### src/rtl/kp_pkg.sv
package kp_pkg;

    localparam int BUS_W = 8;
    localparam int GRP_W = 4;
    localparam int HI_W  = BUS_W - GRP_W;

    // select bit positions, in priority order
    localparam int SEL_BTN = 6;
    localparam int SEL_X   = 5;
    localparam int SEL_Y   = 4;

    localparam logic [BUS_W-1:0] HI_MASK = {{HI_W{1'b1}}, {GRP_W{1'b0}}};

    typedef enum logic [1:0] {
        GRP_NONE = 2'd0,
        GRP_BTN  = 2'd1,
        GRP_X    = 2'd2,
        GRP_Y    = 2'd3
    } grp_sel_t;

    typedef struct packed {
        logic             start;
        logic             a;
        logic             b;
        logic [GRP_W-1:0] x;
        logic [GRP_W-1:0] y;
    } key_snap_t;

    function automatic grp_sel_t decode_group(input logic [BUS_W-1:0] hi);
        if (hi[SEL_BTN])     return GRP_BTN;
        else if (hi[SEL_X])  return GRP_X;
        else if (hi[SEL_Y])  return GRP_Y;
        else                 return GRP_NONE;
    endfunction

    function automatic logic [GRP_W-1:0] group_bits(input grp_sel_t g, input key_snap_t k);
        logic [GRP_W-1:0] v;
        v = '0;
        case (g)
            GRP_BTN: begin
                v[1] = k.start;
                v[2] = k.a;
                v[3] = k.b;
            end
            GRP_X:   v = k.x;
            GRP_Y:   v = k.y;
            default: v = '0;
        endcase
        return v;
    endfunction

endpackage

### src/rtl/kp_orient.sv
module kp_orient (
    input  logic clk,
    input  logic por,
    input  logic swap_pulse,
    output logic flip
);
    always_ff @(posedge clk) begin
        if (por)
            flip <= 1'b0;
        else if (swap_pulse)
            flip <= ~flip;
    end
endmodule

### src/rtl/kp_sampler.sv
module kp_sampler
    import kp_pkg::*;
(
    input  logic             clk,
    input  logic             rst,
    input  logic             flip,
    input  logic             key_start,
    input  logic             key_a,
    input  logic             key_b,
    input  logic [GRP_W-1:0] pad_a,
    input  logic [GRP_W-1:0] pad_b,
    output key_snap_t        snap
);
    key_snap_t snap_d;

    always_comb begin
        snap_d.start = key_start;
        snap_d.a     = key_a;
        snap_d.b     = key_b;
        snap_d.x     = flip ? pad_b : pad_a;
        snap_d.y     = flip ? pad_a : pad_b;
    end

    always_ff @(posedge clk) begin
        if (rst)
            snap <= '0;
        else
            snap <= snap_d;
    end
endmodule

### src/rtl/kp_hi_reg.sv
module kp_hi_reg
    import kp_pkg::*;
(
    input  logic             clk,
    input  logic             rst,
    input  logic             wr_en,
    input  logic [BUS_W-1:0] wdata,
    output logic [BUS_W-1:0] port_hi
);
    always_ff @(posedge clk) begin
        if (rst)
            port_hi <= '0;
        else if (wr_en)
            port_hi <= wdata & HI_MASK;
    end
endmodule

### src/rtl/keypad_scan_port.sv
module keypad_scan_port
    import kp_pkg::*;
(
    input  logic             clk,
    input  logic             por,
    input  logic             rst,
    input  logic             wr_en,
    input  logic [BUS_W-1:0] wdata,
    input  logic             rd_en,
    output logic [BUS_W-1:0] rdata,
    input  logic             key_start,
    input  logic             key_a,
    input  logic             key_b,
    input  logic [GRP_W-1:0] pad_a,
    input  logic [GRP_W-1:0] pad_b,
    input  logic             swap_pulse
);
    logic             flip;
    key_snap_t        snap;
    logic [BUS_W-1:0] port_hi;
    grp_sel_t         grp;
    logic [GRP_W-1:0] low_bits;
    logic [BUS_W-1:0] rdata_d;

    kp_orient u_orient (
        .clk        (clk),
        .por        (por),
        .swap_pulse (swap_pulse),
        .flip       (flip)
    );

    kp_sampler u_sampler (
        .clk       (clk),
        .rst       (rst),
        .flip      (flip),
        .key_start (key_start),
        .key_a     (key_a),
        .key_b     (key_b),
        .pad_a     (pad_a),
        .pad_b     (pad_b),
        .snap      (snap)
    );

    kp_hi_reg u_hi (
        .clk     (clk),
        .rst     (rst),
        .wr_en   (wr_en),
        .wdata   (wdata),
        .port_hi (port_hi)
    );

    always_comb begin
        grp      = decode_group(port_hi);
        low_bits = group_bits(grp, snap);
        rdata_d  = port_hi | {{HI_W{1'b0}}, low_bits};
    end

    always_ff @(posedge clk) begin
        if (rst)
            rdata <= '0;
        else if (rd_en)
            rdata <= rdata_d;
    end
endmodule

### config.mk
export PLATFORM = sky130hd
export DESIGN_NAME = keypad_scan_port
export DESIGN_NICKNAME = d
export VERILOG_FILES = /design/src/rtl/kp_pkg.sv /design/src/rtl/kp_orient.sv /design/src/rtl/kp_sampler.sv /design/src/rtl/kp_hi_reg.sv /design/src/rtl/keypad_scan_port.sv
export SDC_FILE = /design/constraint.sdc
export NUM_CORES = 1
export LEC_CHECK = 0
export BUFFER_PORTS_ARGS = -buffer_cell sky130_fd_sc_hd__buf_2
export CORE_MARGIN = 4
export CORE_UTILIZATION = 51
export CTS_CLUSTER_SIZE = 30
export DETAILED_ROUTE_END_ITERATION = 12
export HOLD_SLACK_MARGIN = 0.12
export PLACE_DENSITY = 0.81
export SKIP_CTS_REPAIR_TIMING = 1
export SYNTH_ARGS = -nofsm -noshare
export SYNTH_HDL_FRONTEND = slang
export SYNTH_HIERARCHICAL = 1
export SYNTH_SLANG_ARGS = --single-unit
### constraint.sdc
create_clock -name clk -period 2.9 [get_ports clk]
set_input_delay 0.58 -clock clk [delete_from_list [all_inputs] [get_ports clk]]
set_output_delay 0.58 -clock clk [all_outputs]
set_load 0.005 [all_outputs]
== Word level (Yosys, flattened, before mapping) ==
Index checks and enable logic that the tools add are counted.

* Flip-flop bits (word level): 24
* Output and inout bits: 8
* Word-level logic and storage cells: 20
* Input bits: 25

* Bitwise logic cells: 2
* Equality and inequality tests: 3
* Muxes and demuxes: 7

{| class="wikitable"
|+ Operators with widths
! cell !! number
|-
| 3-bit case mux with 3 select lines || 1
|-
| 4-bit 2-to-1 mux || 2
|-
| 8-bit by 4-bit OR with 8-bit output || 1
|-
| 2-bit 2-to-1 mux || 3
|-
| 2-bit equality test, second input constant || 2
|-
| 2-bit by 1-bit equality test with 1-bit output, second input constant || 1
|-
| 1-bit case mux with 2 select lines || 1
|-
| 1-bit NOT || 1
|}

== Longest topological paths before layout ==
* Depth after elaboration: 6
* Depth in mapped cells: 4
* Mapped depth without buffers: 3

== Cells and area by module ==
The synthesis kept the hierarchy.

{| class="wikitable"
|+ Modules (own cells, without submodules)
! module !! instances !! area each (sq um) !! cells each !! sequential area each (sq um)
|-
| keypad_scan_port || 1 || 377.9 || 42 || 160.2
|-
| kp_sampler || 1 || 365.4 || 32 || 220.2
|-
| kp_hi_reg || 1 || 173.9 || 18 || 80.1
|-
| kp_orient || 1 || 32.5 || 3 || 20.0
|}

== Worst setup path before layout ==
OpenSTA, ideal clock, no wires.

* Path kind: input to register
* Start: in rd_en
* End: reg rdata[3]
* Cell stages on the path: 4
* Required time: 2809 ps
* Setup slack: 1728 ps
* Data arrival time: 1081 ps
* Path buffers: 1
* Setup time: 91 ps
* Cells stage by stage: buf_2 nand2b_1 a21oi_1 a311oi_1

{| class="wikitable"
|+ RTL lines
! element !! line !! source
|-
| start, declared || keypad_scan_port.sv:9 || <nowiki>input logic rd_en,</nowiki>
|-
| end signal, assigned || keypad_scan_port.sv:62 || <nowiki>rdata <= rdata_d;</nowiki>
|-
| end, declared || keypad_scan_port.sv:10 || <nowiki>output logic [BUS_W-1:0] rdata,</nowiki>
|}

== Worst setup path after layout ==
* Start: reg rdata[5]
* End: out rdata[5]

No word-level cell between the ends.

==> summary.md <==
- H-tree Lvls: 1
- share of synthesized area spent on multiplexers: 16.86%
- number of pins exceeding their max-slew limit in the final report: 0
- Avg Synthesized Cell Area: 9.996 sq um
- sequential element share of the synthesized area: 50.59%
- series of cell instances along the critical path: buf_2
- number of enable flip-flop cells after synthesis: 0
- synthesized flop and latch total: 24
- capturing element type of the critical path: output pin
- final design instance area without fill: 0.001095 sq mm
- Max IR drop VDD: 0.2716 mV
- maximum cell stage delay along the critical path: 0.36 ns
- most common cell in the synthesized netlist: dfxtp_1
- number of antenna violations at the first check in global routing: 0
- unrepaired setup endpoints after global routing: false
- # diodes: 0
- required time reported for the critical path endpoint: 2.32 ns
- Max stage delay cell, worst path: dfxtp_1
- Critical Path Fanout Max: 2
- Simple-Gate Fraction of Synth Area: 19.63%
- count of unique library cells instantiated by Yosys: 17
- leakage component of the power: 0.4983 nW
- clock sinks: 24
- final wirelength: 1.639 mm
- main combinational cell family by area after synthesis: simple AND/OR/NAND/NOR gates
- xor and xnor area share after synthesis: 0.9223%
- share of the synthesized area in the top cell type: 50.59%
- Vias: 687
- Max Clock Freq: 0.7351 GHz
- largest area contributor in the synthesized netlist: dfxtp_1
- Least-Margin Pin Slew: 0.5126 ns
- clock latency of the later-clocked register in the worst-skew pair: 0.30 ns
- Residual DRC: 0
- cell types occupying the most area after synthesis: dfxtp_1, mux2i_1, nor2_1, a311oi_1, buf_4
- final hold viol count: 0
- Clock Path Buffers: 2
- cells after synthesis: 95
- Crit path buffers/inverters: 1
- cell chosen for the clock root: clkbuf_4
- Die X-Extent: 51.15 microns
- total number of placement rows: 15
- # placed instances: 142
- number of global-route vias before repair: 652
- Worst path top cell family by delay: flip-flops
- HP Class: primary input to register
- proportion of register bits with asynchronous set or reset after synthesis: 0%
- critical path class: register to output pin
- synthesized area: 949.7 sq um
- Area Overhead vs Synth: 15.28%
- ratio of final minimum period to clock period: 46.91%
- die height: 51.15 microns
- wire length per cell: 11.30 microns
- arrival time reported for the critical path endpoint: 0.78 ns
- residual overflow from global routing: 0
- power density over the cells: 523.6 mW/mm^2
- final net count: 147
- adder and majority cell fraction of the synthesized area: 0%
- compound-gate portion of the synthesized area: 5.270%
- top-level port count: 33
- worst clock skew: 0.004205 ns
- main flop type after synthesis: dfxtp_1
- setup tns final: 0 ns
- clock slew at the register clock pins of the worst setup and hold paths: 0.12 ns
- Pre-Repair DR Iteration Count: 3
- reported max-cap violation count: 0
- relative slew slack: 65.78%
- wire length of the first global-routing pass: 2.794 mm
- startpoint class of the critical path: register
- total track usage: 14.07%
- top post-synthesis cells by count: dfxtp_1, nor2_1, mux2i_1
- count of nets left with antenna violations after detail routing: 0
- clock tree from TritonCTS: yes
- share of final-layout standard cells stronger than drive strength 1: 26.67%
- Initial Util: 54.41%
- total CTS buffers: 3
- total core area: 0.001745 sq mm
- number of warnings printed during yosys synthesis: 6
- floorplan die area: 0.002616 sq mm
- routed via count divided by cell count: 4.738
- setup-violating endpoint count in the final report: 0
- run status: completed
- final non-filler cell total: 145
- minimum clock period: 1.360 ns
- fillers: 166
- detailed router's first-iteration violation count: 3
- Placed Area: 0.001072 sq mm
- largest net degree at the start of global routing: 24
- number of buffers inserted by port buffering: 28
- final estimated routing congestion in global placement: 0.7314
[metal layers]
metal	vias up	wire, microns	global-route usage (%)
met4	0	0	5.381
li1	360	-	-
met2	14	892	26.18
met3	0	85	3.499
met1	313	660	14.99
met5	-	0	0
[path summary, 6_finish.rpt]
check	start	end	slack [ns]	depth (start not counted)
setup reg to reg	u_hi/port_hi[6]	rdata[3]	1.70	3
setup / recovery	rdata[5]	rdata[5]	1.54	1
hold reg to reg	u_sampler/snap[0]	rdata[0]	0.47	2
hold / removal	por	u_orient/flip	0.42	2
[stage by stage]
stage	hold slack, ns	worst slack [ns]	util, %	total power [mW]
4_1_cts	0.4084	1.538	62.72	0.5778
3_5_place_dp	0.4590	1.588	61.43	0.4464
6_report	0.4194	1.540	62.72	0.5732
5_1_grt	0.4119	1.499	62.72	0.6016
2_1_floorplan	0.4439	1.728	-	0.4233
3_3_place_gp	0.4522	1.642	61.43	0.4417
[area by class of cell]
| class | instances | area, sq um | area share [%] |
|---|---|---|---|
| flip-flops and latches | 24 | 480.5 | 43.89 |
| well taps | 25 | 31.28 | 2.857 |
| clock buffers | 3 | 22.52 | 2.057 |
| repair buffers | 28 | 140.1 | 12.80 |
| multi-input cells | 65 | 420.4 | 38.40 |
[layout by cell type (no fill, tap or decap)]
| master | n |
|---|---|
| nand2b_1 | 3 |
| buf_2 | 28 |
| clkbuf_4 | 3 |
| conb_1 | 4 |
| nor2b_1 | 4 |
| nand3b_1 | 4 |
| nand2_1 | 4 |
| a21oi_1 | 3 |
| a311oi_1 | 4 |
| dfxtp_1 | 24 |
| xnor2_1 | 1 |
| mux2i_1 | 16 |
| nor3b_4 | 1 |
| nor2_1 | 21 |
[where the power goes]
part | switching (mW) | internal, mW | leakage [nW]
logic | 0.0302 | 0.0391 | 0.286
registers | 0.0172 | 0.351 | 0.199
clock network | 0.0869 | 0.0484 | 0.0138
[logic make-up (layout without fill, tap and decap cells)]
logic type,Yosys count,in the layout
XOR/XNOR,1,1
multiplexers,16,16
AO/OA/AOI/OAI,7,7
buffers and inverters,9,31
AND/OR/NAND/NOR,37,37
other,1,4
flip-flops,24,24
[registers in the layout (all words and copies together) (netlist names)]
| name | flops |
|---|---|
| rdata | 8 |
| u_hi/port_hi | 4 |
| u_orient/flip | 1 |
| u_sampler/snap | 11 |
No activity file was read; power rests on OpenSTA's default activity.
